### src/rtl/stmerge_pkg.sv
package stmerge_pkg;

    typedef enum logic [1:0] {
        ST_IDLE  = 2'd0,
        ST_ISSUE = 2'd1,
        ST_WAIT  = 2'd2
    } lsu_state_t;

    typedef enum logic [1:0] {
        SZ_BYTE = 2'd0,
        SZ_HALF = 2'd1,
        SZ_WORD = 2'd2
    } acc_size_t;

    localparam int LANES = 4;

endpackage

### src/rtl/stmerge_lanes.sv
module stmerge_lanes
    import stmerge_pkg::*;
(
    input  logic [1:0]       size,
    input  logic [1:0]       off,
    input  logic [31:0]      wdata,
    output logic [LANES-1:0] sel,
    output logic [31:0]      lane_data
);
    always_comb begin
        unique case (size)
            SZ_BYTE: begin
                sel       = 4'b0001 << off;
                lane_data = {4{wdata[7:0]}};
            end
            SZ_HALF: begin
                sel       = off[1] ? 4'b1100 : 4'b0011;
                lane_data = {2{wdata[15:0]}};
            end
            default: begin
                sel       = 4'b1111;
                lane_data = wdata;
            end
        endcase
    end
endmodule

### src/rtl/stmerge_align.sv
module stmerge_align
    import stmerge_pkg::*;
(
    input  logic [1:0]  size,
    input  logic [1:0]  off,
    input  logic [31:0] rdata,
    output logic [31:0] value
);
    logic [31:0] shifted;

    always_comb begin
        shifted = rdata;
        value   = rdata;
        unique case (size)
            SZ_BYTE: begin
                shifted = rdata >> {off, 3'b000};
                value   = {24'd0, shifted[7:0]};
            end
            SZ_HALF: begin
                shifted = rdata >> {off[1], 4'b0000};
                value   = {16'd0, shifted[15:0]};
            end
            default: begin
                shifted = rdata;
                value   = rdata;
            end
        endcase
    end
endmodule

### src/rtl/stmerge_tagq.sv
module stmerge_tagq #(
    parameter int DEPTH = 4,
    parameter int W     = 10
) (
    input  logic         clk,
    input  logic         rst_n,
    input  logic         flush,
    input  logic         push,
    input  logic [W-1:0] push_data,
    input  logic         pop,
    output logic [W-1:0] head
);
    localparam int PW = (DEPTH > 1) ? $clog2(DEPTH) : 1;

    logic [W-1:0]  slots [DEPTH];
    logic [PW-1:0] wr_ptr, rd_ptr;

    function automatic logic [PW-1:0] bump(input logic [PW-1:0] p);
        return (p == PW'(DEPTH - 1)) ? '0 : p + 1'b1;
    endfunction

    generate
        for (genvar i = 0; i < DEPTH; i++) begin : g_slot
            always_ff @(posedge clk) begin
                if (push && wr_ptr == PW'(i))
                    slots[i] <= push_data;
            end
        end
    endgenerate

    always_ff @(posedge clk) begin
        if (!rst_n || flush) begin
            wr_ptr <= '0;
            rd_ptr <= '0;
        end else begin
            if (push) wr_ptr <= bump(wr_ptr);
            if (pop)  rd_ptr <= bump(rd_ptr);
        end
    end

    assign head = slots[rd_ptr];
endmodule

### src/rtl/stmerge_lsu.sv
module stmerge_lsu
    import stmerge_pkg::*;
#(
    parameter int AW      = 32,
    parameter int RW      = 5,
    parameter int MAX_OUT = 4
) (
    input  logic          clk,
    input  logic          rst_n,
    input  logic          op_valid,
    input  logic          op_load,
    input  logic [1:0]    op_size,
    input  logic [AW-1:0] op_addr,
    input  logic [31:0]   op_wdata,
    input  logic [RW-1:0] op_reg,
    output logic          busy,
    output logic          reg_hazard,
    output logic          ld_valid,
    output logic [RW-1:0] ld_reg,
    output logic [31:0]   ld_data,
    output logic          bus_fault,
    output logic          wb_cyc,
    output logic          wb_stb,
    output logic          wb_we,
    output logic [AW-3:0] wb_adr,
    output logic [31:0]   wb_dato,
    output logic [3:0]    wb_sel,
    input  logic          wb_stall,
    input  logic          wb_ack,
    input  logic          wb_err,
    input  logic [31:0]   wb_dati
);
    localparam int CW = $clog2(MAX_OUT + 1);
    localparam int QW = 1 + RW + 4;

    lsu_state_t    state, state_n;
    logic [CW-1:0] out_cnt, out_cnt_n, ld_cnt;
    logic [CW:0]   inflight;
    logic [AW-3:0] op_wadr, last_wadr;
    logic          is_open, is_issue, str_taken, ack_hit, err_hit;
    logic          merge_ok, full, take;
    logic [3:0]    new_sel;
    logic [31:0]   new_data, aligned;
    logic [QW-1:0] q_head;
    logic          h_load;
    logic [RW-1:0] h_reg;
    logic [1:0]    h_size, h_off;

    assign op_wadr   = op_addr[AW-1:2];
    assign is_open   = (state != ST_IDLE);
    assign is_issue  = (state == ST_ISSUE);
    assign str_taken = is_issue && !wb_stall;
    assign ack_hit   = is_open && wb_ack && (out_cnt != '0);
    assign err_hit   = is_open && wb_err;
    assign merge_ok  = (op_wadr == last_wadr) || (op_wadr == last_wadr + 1'b1);
    assign inflight  = {1'b0, out_cnt} + {{CW{1'b0}}, is_issue};
    assign full      = inflight >= (CW+1)'(MAX_OUT);

    always_comb begin
        take = 1'b0;
        if (op_valid && !err_hit && !full) begin
            if (state == ST_IDLE)
                take = 1'b1;
            else
                take = merge_ok && !(is_issue && wb_stall);
        end
    end

    assign busy      = op_valid && !take;
    assign out_cnt_n = err_hit ? '0 : out_cnt + CW'(str_taken) - CW'(ack_hit);

    // next-state logic
    always_comb begin
        state_n = state;
        unique case (state)
            ST_IDLE:  if (take) state_n = ST_ISSUE;
            ST_ISSUE: begin
                if (err_hit)                   state_n = ST_IDLE;
                else if (wb_stall || take)     state_n = ST_ISSUE;
                else if (out_cnt_n == '0)      state_n = ST_IDLE;
                else                           state_n = ST_WAIT;
            end
            ST_WAIT: begin
                if (err_hit)                   state_n = ST_IDLE;
                else if (take)                 state_n = ST_ISSUE;
                else if (out_cnt_n == '0)      state_n = ST_IDLE;
                else                           state_n = ST_WAIT;
            end
            default:                           state_n = ST_IDLE;
        endcase
    end

    always_ff @(posedge clk) begin
        if (!rst_n) state <= ST_IDLE;
        else        state <= state_n;
    end

    // bus outputs follow the state
    always_comb begin
        wb_cyc = is_open;
        wb_stb = is_issue;
    end

    stmerge_lanes u_lanes (
        .size      (op_size),
        .off       (op_addr[1:0]),
        .wdata     (op_wdata),
        .sel       (new_sel),
        .lane_data (new_data)
    );

    stmerge_tagq #(.DEPTH(MAX_OUT), .W(QW)) u_tagq (
        .clk       (clk),
        .rst_n     (rst_n),
        .flush     (err_hit),
        .push      (take),
        .push_data ({op_load, op_reg, op_size, op_addr[1:0]}),
        .pop       (ack_hit),
        .head      (q_head)
    );

    assign {h_load, h_reg, h_size, h_off} = q_head;

    stmerge_align u_align (
        .size  (h_size),
        .off   (h_off),
        .rdata (wb_dati),
        .value (aligned)
    );

    always_ff @(posedge clk) begin
        if (!rst_n) begin
            out_cnt   <= '0;
            ld_cnt    <= '0;
            last_wadr <= '0;
            wb_adr    <= '0;
            wb_we     <= 1'b0;
            wb_dato   <= '0;
            wb_sel    <= '0;
            ld_valid  <= 1'b0;
            ld_reg    <= '0;
            ld_data   <= '0;
            bus_fault <= 1'b0;
        end else begin
            out_cnt   <= out_cnt_n;
            bus_fault <= err_hit;
            ld_valid  <= 1'b0;
            if (take) begin
                last_wadr <= op_wadr;
                wb_adr    <= op_wadr;
                wb_we     <= !op_load;
                wb_dato   <= new_data;
                wb_sel    <= new_sel;
            end
            if (err_hit)
                ld_cnt <= '0;
            else
                ld_cnt <= ld_cnt + CW'(take && op_load) - CW'(ack_hit && h_load);
            if (ack_hit && h_load && !err_hit) begin
                ld_valid <= 1'b1;
                ld_reg   <= h_reg;
                ld_data  <= aligned;
            end
        end
    end

    assign reg_hazard = (ld_cnt != '0);
endmodule

### config.mk
export PLATFORM = sky130hd
export DESIGN_NAME = stmerge_lsu
export DESIGN_NICKNAME = d
export VERILOG_FILES = /design/src/rtl/stmerge_pkg.sv /design/src/rtl/stmerge_lanes.sv /design/src/rtl/stmerge_align.sv /design/src/rtl/stmerge_tagq.sv /design/src/rtl/stmerge_lsu.sv
export SDC_FILE = /design/constraint.sdc
export NUM_CORES = 1
export LEC_CHECK = 0
export BUFFER_PORTS_ARGS = -buffer_cell sky130_fd_sc_hd__buf_2
export CORE_MARGIN = 8
export CORE_UTILIZATION = 30
export CTS_CLUSTER_SIZE = 40
export DETAILED_ROUTE_END_ITERATION = 16
export SLEW_MARGIN = 20
export SYNTH_ARGS = -nofsm -noshare
export SYNTH_HDL_FRONTEND = slang
export SYNTH_SLANG_ARGS = --single-unit
### constraint.sdc
create_clock -name clk -period 5.66 [get_ports clk]
set_input_delay 1.415 -clock clk [delete_from_list [all_inputs] [get_ports clk]]
set_output_delay 1.415 -clock clk [all_outputs]
set_load 0.01 [all_outputs]
-- Yosys cells after proc, flatten, opt, wreduce, memory -nomap -nowiden
Memory sizes are Yosys's and may differ from the RTL's. A register that Yosys moved wholly into a read port is not among the register bits.
Index checks and enable logic that the tools add are counted.
- bits in registers: 118
- memory bits (writable): 40
- input port bits: 110
- output and inout bits: 110
- word-level logic and storage cells: 112
- memories kept: 1
- add/sub/neg operators: 8
- magnitude comparators: 1
- eq/ne operators: 11
- shift-type cells: 3
- multiplexer cells: 36
- bitwise gates (word level): 1
- reductions and logical operators: 38
- memories (memory ; words ; width ; rd ports ; clocked after memory_dff ; wr ports ; line ; source):
    u_tagq.slots ; 4 ; 10 ; 1 ; 1 ; 1 ; stmerge_tagq.sv:15 ; logic [W-1:0] slots [DEPTH];
- operators with widths (cell ; number):
    one-hot mux 32 bit (2 select lines) ; 2
    == test 30 bit ; 2
    right shift 32 x 5 -> 16 bit ; 1
    right shift 32 x 5 -> 8 bit ; 1
    adder 30 x 1 -> 30 bit, second input constant ; 1
    2-to-1 mux 10 bit ; 3
    OR reduction 10 bit ; 3
    2-to-1 mux 2 bit ; 13
    logical AND 1 bit ; 16
    2-to-1 mux 1 bit ; 14
    == test 2 x 1 -> 1 bit, second input constant ; 4
    == test 2 bit, second input constant ; 4
    logical NOT 2 bit ; 4
    one-hot mux 4 bit (2 select lines) ; 1
    logical NOT 1 bit ; 7
    adder 3 x 1 -> 3 bit ; 2
    one-hot mux 2 bit (3 select lines) ; 1
    nonzero test 3 bit ; 2
    subtractor 3 x 1 -> 3 bit ; 2
    adder 2 x 1 -> 2 bit, second input constant ; 2
    adder 3 x 1 -> 4 bit ; 1
    >= comparator 4 x 3 -> 1 bit, second input constant ; 1
    2-to-1 mux 4 bit ; 1
    << shifter 1 x 2 -> 4 bit, first input constant ; 1
    other kinds (7) ; 9

-- Longest topological paths before layout
Gate-level depths: netlist (run 1).
- depth in word-level cells: 13
- gate-level depth with buffers: 18

-- Modules after synthesis
From an unflattened synthesis (run 1), not the netlist that was laid out.
- cells, all modules: 908
- area, all modules: 8659.6 µm²
- modules (own cells, without submodules) (module ; instances ; cells each ; area each (µm²) ; seq. area each (µm²)):
    stmerge_lsu ; 1 ; 693 ; 5895.7 ; 2282.2
    stmerge_tagq ; 1 ; 80 ; 1731.7 ; 1321.3
    stmerge_lanes ; 1 ; 60 ; 524.3 ; 0.0
    stmerge_align ; 1 ; 75 ; 508.0 ; 0.0

-- Least setup slack after synthesis (run 1)
OpenSTA, ideal clock, no wires.
- path type: input -> output
- start: input op_addr[19]
- end: output busy
- data arrival time: 3430 ps
- required time: 4245 ps
- path slack: 815 ps
- stages: 8
- buffers on the path: 1
- path through: xor2_1 > nor4_1 > nand4_1 > or4_1 > a21oi_1 > nor2_4 > buf_2 > and2_1
- word-level cells in the longest chain between the ends: 7
- RTL lines (element ; line ; source):
    start: declaration ; stmerge_lsu.sv:13 ; input logic [AW-1:0] op_addr,
    == test 30 bit ; stmerge_lsu.sv:55 ; assign merge_ok = (op_wadr == last_wadr) || (op_wadr == last_wadr + 1'b1);
    logical OR 1 bit (*) ; stmerge_lsu.sv:55 ;
    logical AND 1 bit (*) ; stmerge_lsu.sv:65 ; take = merge_ok && !(is_issue && wb_stall);
    2-to-1 mux 1 bit (*) ; stmerge_lsu.sv:62 ; if (state == ST_IDLE)
    2-to-1 mux 1 bit (*) ; stmerge_lsu.sv:61 ; if (op_valid && !err_hit && !full) begin
    logical NOT 1 bit (*) ; stmerge_lsu.sv:69 ; assign busy = op_valid && !take;
    logical AND 1 bit (*) ; stmerge_lsu.sv:69 ;
    end: declaration ; stmerge_lsu.sv:16 ; output logic busy,
Every way passes the cells marked *; elsewhere a longest branch is shown, timed or not.

-- Worst setup path after layout (run 1)
- start: register last_wadr[0]
- end: output busy
- word-level cells in the longest chain between the ends: 8
- RTL lines (element ; line ; source):
    start: declaration ; stmerge_lsu.sv:39 ; logic [AW-3:0] op_wadr, last_wadr;
    start signal: assignment ; stmerge_lsu.sv:149 ; last_wadr <= op_wadr;
    adder 30 x 1 -> 30 bit ; stmerge_lsu.sv:55 ;
    == test 30 bit ; stmerge_lsu.sv:55 ;
    logical OR 1 bit (*) ; stmerge_lsu.sv:55 ;
    logical AND 1 bit (*) ; stmerge_lsu.sv:65 ;
    2-to-1 mux 1 bit (*) ; stmerge_lsu.sv:62 ;
    2-to-1 mux 1 bit (*) ; stmerge_lsu.sv:61 ;
    logical NOT 1 bit (*) ; stmerge_lsu.sv:69 ;
    logical AND 1 bit (*) ; stmerge_lsu.sv:69 ;
Marks and branches as above.

==> summary.md, run 1 <==
| Metric | Value |
|---|---|
| Total gr overflow | `0` |
| IO Pins | `220` |
| First-pass GRT wire length | `41.2 mm` |
| Worst setup SP type | `register` |
| Routed length on met1 | `12.0 mm` |
| Die Height | `181 µm` |
| Critical path buffers and inverters | `2` |
| Cell variety after synth | `68` |
| Mapped Area | `0.00818 mm²` |
| Reg-to-reg startpoint | `last_wadr[0]$_SDFFE_PN0P_` |
| Setup CP Type | `reg2out` |
| CP cell instances | `ha_1, nand4_1, buf_4, or4_1, or4_1, a21oi_1, o22ai_1, nor4_4, nor2_4, and2_1, buf_2` |
| Slowest cell on the critical path | `or4_1` |
| P_leak | `4.56 nW` |
| Post-route insts no fill | `1,402` |
| Area growth, synth to finish | `24.9%` |
| Via density per instance | `5.22` |
| Vias post-DR | `7,318` |
| CP delay by family, top | `simple AND/OR/NAND/NOR gates` |
| Crit Path Max Fanout | `9` |
| Post-Syn Area per Cell | `9.59 µm²` |
| Synth area leader | `dfxtp_1` |
| Worst VDD drop | `0.162 mV` |
| WHS Endpoint | `wb_sel[0]$_SDFFE_PN0P_` |
| Area of the die | `0.0328 mm²` |
| H-tree levels | `4` |
| PortBufs | `219` |
| Met3 WL post-DR | `2.14 mm` |
| Commonest non-fill, non-tap cell in the layout | `buf_2` |
| Initial antenna violation count | `3` |
| Setup repair bufs after CTS | `0` |
| Maxcap violations | `0` |
| Number of flops mapped to enable cells by yosys | `40` |
| Clk buf depth | `2` |
| WL met2 | `11.9 mm` |
| Hold_buf cts | `0` |
| DRT Wirelength | `26.4 mm` |
| Ys async rst share | `0` |
| Synth Warn # | `0` |
| Tot Pwr | `3.23 mW` |
| Worst reg-to-reg path cell count | `18` |
| Util after Layout | `0.380` |
| Most frequent CP cell | `or4_1` |
| Reg2reg end | `ld_cnt[2]$_SDFF_PP0_` |
| Slew Viols, Final | `0` |
| Largest net degree at the start of global routing | `76` |
| DRC | `0` |
| Pwr dens | `317 mW/mm²` |
| Max Fclk | `198 MHz` |
| Initial Util | `0.304` |
| Number of synthesized register bits | `160` |
| Hold depth | `2` |
| WL per Instance | `18.9 µm` |
| Hold Vio Cnt, Final | `0` |
| WP data arrival | `3.64 ns` |
| Sink Count | `160` |
| Commonest cells after routing, fill and taps aside | `218 x buf_2, 146 x nand2_1, 120 x dfxtp_1, 82 x mux2i_1, 60 x o21ai_0` |
| Initial DRC Count | `559` |
| CTS Root Cell | `clkbuf_16` |
| Row count | `60` |
| Ant. Diodes | `0` |
| Placed cell count | `1,370` |
| Sequential fraction of the synthesis area | `0.441` |
| CTS tree | `yes` |
| Post-Synthesis Cells | `853` |
| Ratio of cells with drive above 1 in the final layout | `0.273` |
| Fill cell count | `2,724` |
| Total Nets Final | `1,171` |
| Detail Route Antenna Nets | `0` |
| Clock Skews | `0.0184 ns` |
| Final number of setup-violating endpoints | `0` |
| Crit. End Element | `primary output` |
| Max reg flops | `40` |
| Die W | `181 µm` |
| PostCTS Resize Cnt | `0` |
| Max-Slew Margin vs Limit | `0.262` |
| Top Metal Used | `met5` |
| RSZ-0062 raised after global routing | `no` |
| R2r setup slk | `0.87 ns` |
| CP peak stage delay | `0.61 ns` |
| CTS clock-pin slew for the worst setup and hold paths | `0.08 ns` |
| Most used DFF post-synth | `dfxtp_1` |
| Clk Latency, worst-skew pair | `0.44 ns` |
| Post-DP HPWL | `19.3 mm` |
| Synth top area cells | `dfxtp_1 29%, edfxtp_1 15%, mux2i_1 10%, nand2_1 6.7%, o21ai_0 3.7%` |
| Setup TNS | `0 ns` |
| CP required | `4.24 ns` |
| Final period util | `0.894` |
| Syn_nets | `976` |
| First drt pass iteration count | `5` |
| Status | `complete, no violations` |
| GP Congestion | `0.868` |
| Biggest regs | `u_tagq.slots (40), ld_data (32), wb_dato (32)` |
| Vias in the first global route | `7,233` |
| Hold Crit Start | `wb_sel[0]$_SDFFE_PN0P_` |
| CTS Buf Count | `17` |
| Fin crit period | `5.06 ns` |
| Largest Register | `u_tagq.slots` |
| Hold crit path type | `reg2reg` |
| Total GRT Usage | `0.157` |
| Core area | `0.0269 mm²` |
| Slew @ Worst Pin | `1.10 ns` |
| Post-synth top area share | `0.294` |
==> metal layers <==
metal | up-vias | track usage
li1 | 3496 | -
met1 | 3530 | 0.201
met2 | 258 | 0.247
met3 | 28 | 0.0550
met4 | 6 | 0.0420
met5 | - | 0
==> tightest hold or removal path: cells and delay by family, from the launching register on <==
family | cells | cell delay [ns]
DFF | 1 | 0.31
muxes | 1 | 0.05
and+or+nand+nor | 1 | 0.05
==> cell usage after synthesis (3+ instances only) <==
master,instances
nand2_1,146
dfxtp_1,120
mux2i_1,82
o21ai_0,60
clkbuf_1,44
edfxtp_1,40
nor2_1,30
xor2_1,29
nand3_1,25
a21boi_0,17
inv_1,17
nand4_1,17
o211a_1,17
a221oi_1,16
nor3b_1,12
a21oi_1,11
ha_1,11
xnor2_1,11
and2_1,10
mux4_2,10
nor3_1,10
nor4_1,10
buf_2,9
and3_1,7
nor2b_1,7
o211ai_1,7
a32o_1,5
nand2b_1,5
or2_2,5
or3_1,5
or4_1,4
a21o_1,3
and4_1,3
nand3b_1,3
o311ai_0,3
==> cell type report <==
class | instances | area [µm²] | area share
clock inverter | 15 | 205 | 0.0201
multi-input combinational | 620 | 4290 | 0.420
sequential | 160 | 3600 | 0.353
tap | 341 | 427 | 0.0418
inverter | 17 | 63.8 | 0.00625
clock buffer | 17 | 425 | 0.0417
timing repair buffer | 232 | 1200 | 0.117
==> worst max-delay path by stage <==
stage | from | end | cells past startpoint
final | last_wadr[0]$_SDFFE_PN0P_ | busy | 11
after global routing | last_wadr[4]$_SDFFE_PN0P_ | busy | 9
after CTS | last_wadr[4]$_SDFFE_PN0P_ | busy | 9
after detailed placement | op_addr[6] | ld_cnt[2]$_SDFF_PP0_ | 16
after global placement | op_addr[6] | ld_cnt[2]$_SDFF_PP0_ | 16
after floorplan | op_addr[19] | busy | 8
==> cells by family (layout without fill, tap and decap cells) <==
kind of cell | Yosys count | after routing | synth area share
DFF | 160 | 160 | 0.441
muxes | 93 | 93 | 0.129
AOI/OAI and AO/OA | 163 | 163 | 0.141
and+or+nand+nor | 311 | 311 | 0.189
adders and majority gates | 13 | 13 | 0.0217
buffers and inverters | 73 | 281 | 0.0353
xor gates and xnor gates | 40 | 40 | 0.0428
==> stage by stage <==
stage                     worst slack, ns  cell area (µm²)  hold slack (ns)
final                               0.602            10200            0.456
after global routing                0.444            10200            0.480
after CTS                           0.618            10200            0.464
after detailed placement            0.666             9580            0.453
after global placement              0.698             9580            0.444
after floorplan                     0.815             8180            0.471
==> where the power goes <==
group | switching [mW] | internal, mW
registers | 0.0958 | 1.27
logic | 0.379 | 0.269
clock network | 0.601 | 0.612
No activity file was read; power rests on OpenSTA's default activity.
==> inputs of run 2 (changes only) <==
Settings changed: ABC_AREA set to 1.
==> run 2 against run 1 <==
Count of clock-buffer cells in the layout grew 2. First-iteration DRC count is 3.2% higher. Non-clock buffer count decreased by 4. Global-route usage is 0.27 points higher. Utilization shrank 0.25 points. Via count up 14%. Sequential power up 4%. Critical endpoint unchanged. Largest cell class unchanged. Largest power group unchanged.
==> summary.md, run 2 <==
| Metric | Value |
|---|---|
| Status | `complete, no violations` |
| CP required | `4.24 ns` |
| Via density per instance | `4.72` |
| Post-Synthesis Cells | `1,191` |
| Setup TNS | `0 ns` |
| Tot Pwr | `3.58 mW` |
| IO Pins | `220` |
| Maxcap violations | `0` |
| Row count | `61` |
| Hold crit path type | `reg2reg` |
| Slowest cell on the critical path | `xnor2_1` |
| Cell variety after synth | `42` |
| Post-route insts no fill | `1,774` |
| Commonest non-fill, non-tap cell in the layout | `nand2_1` |
| Simple logic cell fraction of the synthesized area | `0.335` |
| NetSw | `1.29 mW` |
| Most frequent cell after synthesis | `nand2_1` |
| Crit. Startpoint | `op_addr[28]` |
| P_leak | `4.99 nW` |
| Int Pwr | `2.29 mW` |
| XOR/XNOR share of the synthesized area | `0.0308` |
| Number of synthesized register bits | `160` |
| Die W | `185 µm` |
| Setup repair bufs after CTS | `0` |
| Placed cell count | `1,742` |
| DRC | `0` |
| Post-Synth Adder-Cell Area | `0.0208` |
| Slew Viols, Final | `0` |
| Vias post-DR | `8,370` |
| Sink Count | `160` |
| Ys async rst share | `0` |
| CTS Buf Count | `17` |
| Initial Util | `0.306` |
| Clk Latency, worst-skew pair | `0.42 ns` |
| DRT Wirelength | `27.7 mm` |
| Worst setup SP type | `primary input` |
| Post-Syn Area per Cell | `7.16 µm²` |
| PortBufs | `219` |
| Synth cell count leaders | `265 x nand2_1, 256 x nor2_1, 120 x dfxtp_1` |
| PostCTS Resize Cnt | `0` |
| Crit. End Element | `primary output` |
| Biggest regs | `u_tagq.slots (40), ld_data (32), wb_dato (32)` |
| Slew @ Worst Pin | `1.08 ns` |
| Worst reg-to-reg path cell count | `10` |
| Main combinational cell family by area after synthesis | `simple AND/OR/NAND/NOR gates` |
| Pwr dens | `340 mW/mm²` |
| Sequential fraction of the synthesis area | `0.423` |
| CTS tree | `yes` |
| CP cell instances | `buf_2, xnor2_1, nand4_1, nor4_1, nand3_1, nand2_1, nand2_2, a21boi_4, nor2_1, buf_2` |
| WP data arrival | `3.06 ns` |
| Synth top area cells | `dfxtp_1 28%, edfxtp_1 14%, nand2_1 12%, nor2_1 11%, nand3_1 5.3%` |
| Initial antenna violation count | `1` |
| Flop pwr share | `0.398` |
| Max-Slew Margin vs Limit | `0.279` |
| Clk buf depth | `2` |
| Fin crit period | `4.48 ns` |
| Clock Skews | `0.0157 ns` |
| Max Fclk | `223 MHz` |
| Setup CP Type | `in2out` |
| Hold_buf cts | `0` |
| Total Nets Final | `1,506` |
| CP peak stage delay | `0.40 ns` |
| Total GRT Usage | `0.160` |
| Mapped Area | `0.00852 mm²` |
| First drt pass iteration count | `5` |
| Post-synth top area share | `0.282` |
| Ant. Diodes | `0` |
| Ratio of cells with drive above 1 in the final layout | `0.205` |
| Area of the die | `0.0341 mm²` |
| RSZ-0062 raised after global routing | `no` |
| Logic pwr share | `0.268` |
| Die Height | `185 µm` |
| R2r setup slk | `1.63 ns` |
| Worst VDD drop | `0.168 mV` |
| CTS Root Cell | `clkbuf_16` |
| Hold Vio Cnt, Final | `0` |
| Largest net degree at the start of global routing | `95` |
| Reg2reg end | `ld_data[6]$_SDFFE_PN0P_` |
| Multiplexer area fraction after synthesis | `0` |
| Critical path destination | `busy` |
| Total gr overflow | `0` |
| GP Congestion | `0.908` |
| Initial DRC Count | `577` |
| Post-DP HPWL | `20.2 mm` |
| Commonest cells after routing, fill and taps aside | `265 x nand2_1, 255 x nor2_1, 219 x buf_2, 120 x dfxtp_1, 112 x inv_1` |
| Area growth, synth to finish | `23.4%` |
| First-pass GRT wire length | `43.6 mm` |
| Clock share of power | `0.334` |
| Vias in the first global route | `8,083` |
| Synth Warn # | `0` |
| Max reg flops | `40` |
| WL per Instance | `15.6 µm` |
| Largest Register | `u_tagq.slots` |
| Detail Route Antenna Nets | `0` |
| Core area | `0.0279 mm²` |
| Crit Path Max Fanout | `3` |
| H-tree levels | `4` |
| Most frequent CP cell | `buf_2` |
| Synth area leader | `dfxtp_1` |
| Min Hold Slack | `0.460 ns` |
| Final period util | `0.791` |
| Syn_nets | `1,314` |
| Most used DFF post-synth | `dfxtp_1` |
| Switching Share | `0.361` |
| Compound-Gate Fraction of Synth Area | `0.107` |
| CTS clock-pin slew for the worst setup and hold paths | `0.07 ns` |
| Final number of setup-violating endpoints | `0` |
| Number of flops mapped to enable cells by yosys | `40` |
==> run 2: changes by cell type in the layout (fill, tap and decap cells not counted), moves of 12 or more <==
cell,previous run,this run
a21boi_0,17,1
a21oi_1,10,46
inv_1,17,112
mux2i_1,82,0
nand2_1,146,265
nand3_1,25,90
nand3b_1,3,25
nor2_1,30,255
nor3b_1,12,0
o211a_1,17,1
o211ai_1,7,25
o21ai_0,60,41
xor2_1,29,14
==> run 2: worst min path at each step <==
stage | cells past startpoint | to | slack [ns] | startpoint
floorplan | 2 | ld_data[16]$_SDFFE_PN0P_ | 0.48 | ld_data[16]$_SDFFE_PN0P_
detailed placement | 2 | wb_dato[17]$_SDFFE_PN0P_ | 0.45 | wb_dato[17]$_SDFFE_PN0P_
finish | 2 | ld_data[20]$_SDFFE_PN0P_ | 0.46 | ld_data[20]$_SDFFE_PN0P_
CTS | 2 | ld_data[20]$_SDFFE_PN0P_ | 0.47 | ld_data[20]$_SDFFE_PN0P_
global placement | 2 | ld_data[20]$_SDFFE_PN0P_ | 0.44 | ld_data[20]$_SDFFE_PN0P_
global route | 2 | ld_data[31]$_SDFFE_PN0P_ | 0.48 | ld_data[31]$_SDFFE_PN0P_
==> run 2: cells by family (layout without fill, tap and decap cells) <==
family,after synthesis,count (layout)
flops,160,160
simple gates,672,672
compound gates,146,146
xor+xnor,30,30
fa+ha+maj,13,13
buf+inv,170,375
==> run 2: area by class of cell <==
cell class | count | area (µm²)
clock buffers | 19 | 475
inverters | 115 | 432
well taps | 378 | 473
clock inverters | 13 | 139
multi-input cells | 861 | 4230
fillers | 2987 | 17300
repair buffers | 228 | 1160
flip-flops and latches | 160 | 3600
==> run 2: per-layer routing <==
layer	wire [µm]	global-route usage
met1	12800	0.211
met2	12100	0.243
met3	2440	0.0557
met4	321	0.0436
met5	13	0
==> run 2: power by group through the flow <==
stage / Combinational, mW / Sequential (mW) / Clock (mW)
2_1_floorplan: 0.604 / 1.47 / 0
3_3_place_gp: 0.960 / 1.44 / 0
3_5_place_dp: 0.964 / 1.45 / 0
4_1_cts: 0.968 / 1.42 / 1.23
5_1_grt: 1.08 / 1.44 / 1.28
6_report: 0.959 / 1.42 / 1.19
==> run 2: critical path: cells and delay by family <==
kind            cells  cell delay (ns)
xor+xnor            1             0.40
buf+inv             2             0.24
compound gates      1             0.14
simple gates        6             0.86
==> run 2: stage by stage <==
stage	util	cell area (µm²)	setup slack, ns
global placement	0.355	9900	1.19
global route	0.377	10500	1.03
detailed placement	0.355	9900	1.17
CTS	0.377	10500	1.17
finish	0.377	10500	1.18
floorplan	-	8520	1.37
